--- config.mk ---
export PLATFORM = sky130hd
export DESIGN_NAME = prod_fabric
export DESIGN_NICKNAME = d
export VERILOG_FILES = /design/src/rtl/pf_pkg.sv /design/src/rtl/pf_cfg_bank.sv /design/src/rtl/pf_plane.sv /design/src/rtl/prod_fabric.sv
export SDC_FILE = /design/constraint.sdc
export NUM_CORES = 2
export LEC_CHECK = 0
export ABC_AREA = 0
export BUFFER_PORTS_ARGS = -buffer_cell sky130_fd_sc_hd__clkbuf_2
export CAP_MARGIN = 20
export CORE_MARGIN = 2
export CORE_UTILIZATION = 57
export DETAILED_ROUTE_END_ITERATION = 10
export GPL_TIMING_DRIVEN = 0
export PLACE_DENSITY = 0.79
export SKIP_LAST_GASP = 1
export SLEW_MARGIN = 20
export SYNTH_ARGS = -nofsm -noshare
export SYNTH_HDL_FRONTEND = slang
export SYNTH_SLANG_ARGS = --single-unit
--- constraint.sdc ---
create_clock -name clk -period 2.5 [get_ports clk]
set_input_delay 0.375 -clock clk [delete_from_list [all_inputs] [get_ports clk]]
set_output_delay 0.375 -clock clk [all_outputs]
set_load 0.02 [all_outputs]
--- src/rtl/pf_pkg.sv ---
package pf_pkg;

   typedef enum logic [1:0] {
      XP_THRU    = 2'b00,
      XP_ON_HIGH = 2'b01,
      XP_ON_LOW  = 2'b10,
      XP_SHUT    = 2'b11
   } xp_mode_e;

   function automatic logic xp_pass(input xp_mode_e m, input logic ctl);
      unique case (m)
         XP_THRU:    xp_pass = 1'b1;
         XP_ON_HIGH: xp_pass = ctl;
         XP_ON_LOW:  xp_pass = ~ctl;
         default:    xp_pass = 1'b0;
      endcase
   endfunction

   function automatic int pf_bits(input int n);
      pf_bits = (n > 1) ? $clog2(n) : 1;
   endfunction

endpackage

--- src/rtl/pf_cfg_bank.sv ---
module pf_cfg_bank #(
   parameter int ROWS  = 4,
   parameter int COLS  = 4,
   parameter int BASE  = 0,
   parameter int ROW_W = 3,
   parameter int COL_W = 2
) (
   input  logic                             clk,
   input  logic                             rst,
   input  logic                             we,
   input  logic [ROW_W-1:0]                 row,
   input  logic [COL_W-1:0]                 col,
   input  logic [1:0]                       mode,
   output logic [ROWS-1:0][COLS-1:0][1:0]   modes_q
);
   import pf_pkg::*;

   localparam int LAST_ROW = BASE + ROWS - 1;

   generate
      if (LAST_ROW >= (1 << ROW_W)) begin : g_bad_rows
         $error("pf_cfg_bank: row range does not fit ROW_W");
      end
      if (COLS > (1 << COL_W)) begin : g_bad_cols
         $error("pf_cfg_bank: COLS does not fit COL_W");
      end
   endgenerate

   // each cell decodes only its own address; other addresses never match
   for (genvar r = 0; r < ROWS; r++) begin : g_row
      logic row_hit;
      assign row_hit = we && (row == ROW_W'(BASE + r));
      for (genvar c = 0; c < COLS; c++) begin : g_col
         always_ff @(posedge clk) begin
            if (rst)
               modes_q[r][c] <= XP_SHUT;
            else if (row_hit && (col == COL_W'(c)))
               modes_q[r][c] <= mode;
         end
      end
   end

endmodule

--- src/rtl/pf_plane.sv ---
module pf_plane #(
   parameter int ROWS  = 4,
   parameter int COLS  = 4,
   parameter bit CHAIN = 1'b0
) (
   input  logic [COLS-1:0]                ctl,
   input  logic [ROWS-1:0][COLS-1:0][1:0] modes,
   output logic [ROWS-1:0]                row_out
);
   import pf_pkg::*;

   for (genvar r = 0; r < ROWS; r++) begin : g_row
      logic [COLS-1:0] pass_v;
      for (genvar c = 0; c < COLS; c++) begin : g_cell
         assign pass_v[c] = xp_pass(xp_mode_e'(modes[r][c]), ctl[c]);
      end
      if (CHAIN) begin : g_chain
         // light-path form: the row stays lit only while every cell passes
         logic [COLS:0] lit;
         assign lit[0] = 1'b1;
         for (genvar c = 0; c < COLS; c++) begin : g_link
            assign lit[c+1] = lit[c] & pass_v[c];
         end
         assign row_out[r] = lit[COLS];
      end else begin : g_tree
         assign row_out[r] = &pass_v;
      end
   end

endmodule

--- src/rtl/prod_fabric.sv ---
module prod_fabric #(
   parameter int N_IN   = 12,
   parameter int N_PROD = 16,
   parameter int N_OUT  = 8,
   parameter bit CHAIN1 = 1'b0,
   parameter bit CHAIN2 = 1'b1,
   localparam int ROW_W = pf_pkg::pf_bits(N_PROD + N_OUT),
   localparam int COL_W = pf_pkg::pf_bits((N_IN > N_PROD) ? N_IN : N_PROD)
) (
   input  logic             clk,
   input  logic             rst,
   input  logic             cfg_we,
   input  logic [ROW_W-1:0] cfg_row,
   input  logic [COL_W-1:0] cfg_col,
   input  logic [1:0]       cfg_mode,
   input  logic [N_IN-1:0]  x_in,
   output logic [N_OUT-1:0] y_out
);

   generate
      if (N_IN < 1 || N_PROD < 1 || N_OUT < 1) begin : g_bad_dims
         $error("prod_fabric: every dimension must be at least 1");
      end
   endgenerate

   logic [N_PROD-1:0][N_IN-1:0][1:0]   s1_modes;
   logic [N_OUT-1:0][N_PROD-1:0][1:0]  s2_modes;
   logic [N_PROD-1:0]                  prod_w;

   pf_cfg_bank #(
      .ROWS(N_PROD), .COLS(N_IN), .BASE(0), .ROW_W(ROW_W), .COL_W(COL_W)
   ) u_bank_s1 (
      .clk(clk), .rst(rst), .we(cfg_we), .row(cfg_row), .col(cfg_col),
      .mode(cfg_mode), .modes_q(s1_modes)
   );

   pf_cfg_bank #(
      .ROWS(N_OUT), .COLS(N_PROD), .BASE(N_PROD), .ROW_W(ROW_W), .COL_W(COL_W)
   ) u_bank_s2 (
      .clk(clk), .rst(rst), .we(cfg_we), .row(cfg_row), .col(cfg_col),
      .mode(cfg_mode), .modes_q(s2_modes)
   );

   // stage one: products of the inputs
   pf_plane #(.ROWS(N_PROD), .COLS(N_IN), .CHAIN(CHAIN1)) u_plane_s1 (
      .ctl(x_in), .modes(s1_modes), .row_out(prod_w)
   );

   // stage two: same cell, products as controls (AND of inverted selections)
   pf_plane #(.ROWS(N_OUT), .COLS(N_PROD), .CHAIN(CHAIN2)) u_plane_s2 (
      .ctl(prod_w), .modes(s2_modes), .row_out(y_out)
   );

endmodule

### Word level (Yosys, flattened, before mapping)

Cells that the tools add are included.

* register bits after elaboration: 640
* input bits: 26
* output and inout bits: 8

* equal/unequal tests: 678
* mux-type cells: 320
* bitwise gates (word level): 148
* reduce and logical (&&, ||, !) cells: 682

Operator list (number)
* 1-bit case mux with 3 select lines: 320
* 2-bit by 1-bit equality test with 1-bit output (second input constant): 320
* 2-bit equality test (second input constant): 320
* 2-bit zero test: 320
* 1-bit logical AND: 344
* 12-bit AND reduction: 16
* 1-bit bitwise AND: 120
* 5-bit by 4-bit equality test with 1-bit output (second input constant): 8
* 5-bit equality test (second input constant): 8
* 4-bit equality test (second input constant): 8
* 1-bit NOT: 28
* 5-bit by 3-bit equality test with 1-bit output (second input constant): 4
* 4-bit by 3-bit equality test with 1-bit output (second input constant): 4
* 5-bit by 2-bit equality test with 1-bit output (second input constant): 2
* 4-bit by 2-bit equality test with 1-bit output (second input constant): 2
* 5-bit by 1-bit equality test with 1-bit output (second input constant): 1
* 5-bit zero test: 1
* 4-bit by 1-bit equality test with 1-bit output (second input constant): 1
* 4-bit zero test: 1

### Depth between registers and ports, before layout

* depth after elaboration: 20
* mapped depth: 8

### By module

From an unflattened synthesis, not the netlist that was laid out.

* cell total of the unflattened synthesis: 2534
* area, all modules: 28234.6 um^2

By module, submodules not included
* pf_cfg_bank (u_bank_s1): instances 1, cells an instance 1230, area an instance 14239.9 um^2
* pf_cfg_bank (u_bank_s2): instances 1, cells an instance 840, area an instance 9668.0 um^2
* pf_plane (u_plane_s1): instances 1, cells an instance 280, area an instance 2615.0 um^2
* pf_plane (u_plane_s2): instances 1, cells an instance 184, area an instance 1711.6 um^2

### Worst setup path before layout

Ideal clock, no wire load.

* path type: input port to output port
* start: in x_in[0]
* end: out y_out[0]
* arrival: 2602 ps
* data required time: 2125 ps
* setup slack: -477 ps
* cell stages on the path: 8
* path buffers: 2
* path through: buf_2 -> buf_6 -> mux2i_1 -> nand4_1 -> nor3_2 -> mux2i_1 -> nand4_1 -> nor4_1

* word-level cells in the longest chain between the ends: 20
* elaborated cells between the ends (all ways): 80

RTL lines
* start: declaration: line prod_fabric.sv:16 `input logic [N_IN-1:0] x_in,`
* 1-bit NOT: line pf_pkg.sv:14 `XP_ON_LOW: xp_pass = ~ctl;`
* 1-bit case mux with 3 select lines: line pf_pkg.sv:11 `unique case (m)`
* 12-bit AND reduction: line pf_plane.sv:26 `assign row_out[r] = &pass_v;`
* 1-bit NOT: line pf_pkg.sv:14
* 1-bit case mux with 3 select lines: line pf_pkg.sv:11
* 1-bit bitwise AND (14 in series): line pf_plane.sv:22 `assign lit[c+1] = lit[c] & pass_v[c];`
* 1-bit bitwise AND (*): line pf_plane.sv:22
* end: declaration: line prod_fabric.sv:17 `output logic [N_OUT-1:0] y_out`

Mark *: on every way between the ends. The rest lies on a longest branch, timed or not.

### Worst setup path in the final report

* start: reg u_bank_s1.modes_q[119] (netlist bit)
* end: out y_out[4]

* word-level cells in the longest chain between the ends: 17
* elaborated cells between the ends (all ways): 19

RTL lines
* start: declaration: line pf_cfg_bank.sv:14 `output logic [ROWS-1:0][COLS-1:0][1:0] modes_q`
* start signal: indexed assignment: line pf_cfg_bank.sv:38 `modes_q[r][c] <= mode;`
* 2-bit equality test, or another cell as far along: line pf_pkg.sv:11
* 1-bit case mux with 3 select lines (*): line pf_pkg.sv:11
* 12-bit AND reduction (*): line pf_plane.sv:26
* 1-bit NOT: line pf_pkg.sv:14
* 1-bit case mux with 3 select lines (*): line pf_pkg.sv:11
* 1-bit bitwise AND (*) (12 in series): line pf_plane.sv:22

Marks and branches as above.

==> results.sh <==
export IMPL_timing_hold_ws_ns=0.360
export IMPL_pwr_density_cell_nw_per_um2=656
export IMPL_grt_antenna_before_repair=8
export IMPL_period_share_pct=132
export IMPL_fillCellCount=3984
export IMPL_io_buffers=18
export IMPL_critical_path_class="reg -> out"
export IMPL_yosys_warnings=0
export IMPL_ctsRootBufferMaster="clkbuf_16"
export IMPL_rows=83
export IMPL_min_path_cells=3
export IMPL_dieArea_um2=53500
export IMPL_grt_pass1_wl_mm=165
export IMPL_avgSynthCellArea_um2=9.27
export IMPL_dpl_hpwl_mm=71.7
export IMPL_seq_area_frac_synth_pct=43.5
export IMPL_drv_cap=0
export IMPL_hold_path_class="in -> reg"
export IMPL_cts_sinks=640
export IMPL_clk_path_buf_depth=3
export IMPL_syn_nets=3200
export IMPL_ys_seq_elements=640
export IMPL_worst_ep_arrival_time_ns=2.92
export IMPL_crit_fanout=6
export IMPL_wl_per_cell_um=28.0
export IMPL_cts_buffers_inserted=69
export IMPL_area_growth_pct=14.9
export IMPL_final_min_clock_period_ns=3.30
export IMPL_drtIter0Drc=4628
export IMPL_rrSetupSlack_ns=1.62
export IMPL_worstReg2RegEnd="u_bank_s1.modes_q[265]$_SDFFE_PP1P_"
export IMPL_multi_input_area_um2=15600
export IMPL_endpoint_kind="output port"
export IMPL_cts_tree="built"
export IMPL_status="finished, violations left"
export IMPL_hold_end="u_bank_s1.modes_q[25]$_SDFFE_PP1P_"
export IMPL_fmax_mhz=303
export IMPL_rr_worst_depth=2
export IMPL_start_util_pct=57.5
export IMPL_route_vias_total=28500
export IMPL_cp_data_required_time_ns=2.12
export IMPL_clk_latency_ns=0.63
export IMPL_place_congestion=0.972
export IMPL_worst_slew_pin_slew_ns=1.30
export IMPL_peakVddDrop_mv=0.506
export IMPL_core_area_um2=51200
export IMPL_seqCellArea_um2=12800
export IMPL_drive_gt1_share_pct=7.37
export IMPL_firstDrtPassIters=9
export IMPL_drcViolationCount=0
export IMPL_grt_start_max_net_pins=15
export IMPL_clk_pin_slew_ns=0.06
export IMPL_leakage_nw=12.9
export IMPL_failed_checks="negative setup slack"
export IMPL_max_slew_margin_pct=13.1
export IMPL_synth_cell_types=23
export IMPL_layout_nets=3336
export IMPL_post_place_ws_ns=-1.17
export IMPL_detail_route_antenna_nets=0
export IMPL_rsz0062_at_grt="true"
export IMPL_hold_violations=0
export IMPL_grt_ovfl_total=0
export IMPL_die_w_um=231
export IMPL_grt_usage_pct=41.0
export IMPL_hold_buffers=0
export IMPL_worstHoldStart="cfg_mode[1]"
export IMPL_vias_per_cell=7.03
export IMPL_syn_area_um2=29400
export IMPL_reg2reg_from="u_bank_s1.modes_q[265]$_SDFFE_PP1P_"
export IMPL_grt_pass1_vias=27400
export IMPL_io_pins=34
export IMPL_cts_max_level=3
export IMPL_routed_wl_mm=113
export IMPL_fp_dieH_um=231
export IMPL_synthCells=3174
export IMPL_postLayoutCellArea_um2=33800
export IMPL_setup_slack_ns=-0.799
export IMPL_drv_slew=0
export IMPL_setup_viol=36
export IMPL_start_kind="register"
export IMPL_clock_skew_ns=0
export IMPL_placed_area_um2=30800
-- metrics by stage --
stage / utilization [%] / power [mW] / setup TNS, ns / std cells
after CTS: 65.7 / 22.0 / -5.19 / 4035
after global routing: 66.0 / 22.4 / -7.52 / 4044
after floorplan: - / 11.1 / -0.349 / 3174
after global placement: 59.9 / 11.6 / -102.00 / 3872
after detailed placement: 60.2 / 11.6 / -119.17 / 3879
final: 66.0 / 22.2 / -8.06 / 4047
-- cell usage in the layout (no fill, tap or decap), drive strengths merged --
cell	count
clkdlybuf4s15	1
o21ai	116
clkbuf	393
clkinvlp	1
and3	369
dlygate4sd1	1
and2	3
buf	90
nand2	317
nor4	10
nand3b	117
nor3b	1
clkinv	10
nand2b	7
bufinv	6
nand3	9
nand4	84
mux2i	320
diode	4
nor2b	160
nor3	26
a211o	524
and2b	3
dfxtp	640
nor2	155
-- kinds of logic after synthesis --
family | after synthesis | synth area share (%)
and+or+nand+nor | 1261 | 23.4
buffers and inverters | 313 | 4.56
DFF | 640 | 43.5
AOI/OAI and AO/OA | 640 | 17.6
muxes | 320 | 10.9
-- where the power goes --
group	internal (mW)	total (mW)	switching [mW]	leakage (nW)
combinational	0.262	1.22	0.955	6.54
sequential	10.2	10.2	0.00712	5.18
clock	6.43	10.7	4.31	1.16
-- final cells by class --
class	count	area share, %
antenna	4	0.0296
multi-input combinational	2221	46.0
timing repair buffer	65	2.16
clock inverter	17	0.703
clock buffer	107	6.26
sequential	640	37.9
tap	680	2.52
buffer	313	4.38
-- worst max-delay path, cell delays in order, from the launching register on --
cell and delay [ns]:
dfxtp_1 0.32, mux2i_1 0.18, nand4_1 0.18, nor3_4 0.25
buf_12 0.16, buf_12 0.16, mux2i_2 0.24, nand4_1 0.20
nor4_4 0.39, buf_4 0.21
-- registers in the layout (all words and copies together), names as in the netlist --
name / count
u_bank_s1.modes_q: 384
u_bank_s2.modes_q: 256
-- cell usage after synthesis --
master / number / area, um2
nor3_1: 10 / 50.1
nand2b_1: 7 / 43.8
nand2_1: 317 / 1190
nand3_1: 9 / 45.0
nor3b_2: 1 / 12.5
o21ai_0: 116 / 581
and2b_1: 3 / 22.5
buf_8: 1 / 15.0
nor3_2: 16 / 160
dfxtp_1: 640 / 12800
a211o_1: 524 / 4590
buf_6: 19 / 214
clkbuf_1: 278 / 1040
nand4_1: 84 / 526
and3_1: 369 / 2310
nor4_1: 10 / 62.6
nand3b_1: 117 / 878
buf_2: 11 / 55.1
nor2b_1: 160 / 1000
mux2i_1: 320 / 3200
buf_1: 4 / 15.0
nor2_1: 155 / 582
and2_1: 3 / 18.8
-- timing repair --
action	4_1_cts	5_1_grt
buffers inserted	32	6
pin swaps	29	34
gates resized for setup	10	43
endpoints found under the setup margin	8	50
endpoints found under the hold margin	0	0
-- metal layers --
metal | vias to the layer above | wire [um] | GRT usage, %
met2 | 2251 | 46500 | 58.6
met4 | 0 | 8540 | 27.6
met3 | 593 | 16300 | 13.1
li1 | 11900 | - | -
met5 | - | 0 | 0
met1 | 13800 | 42000 | 52.8
-- how the worst max path moves through the flow --
stage | from | endpoint | cells after the start
global placement | x_in[7] | y_out[4] | 8
finish | u_bank_s1.modes_q[119]$_SDFFE_PP1P_ | y_out[4] | 9
CTS | u_bank_s1.modes_q[119]$_SDFFE_PP1P_ | y_out[5] | 9
global route | u_bank_s1.modes_q[75]$_SDFFE_PP1P_ | y_out[7] | 10
floorplan | x_in[1] | y_out[0] | 8
detailed placement | x_in[2] | y_out[5] | 9
Power figures use the tool's default switching activity.
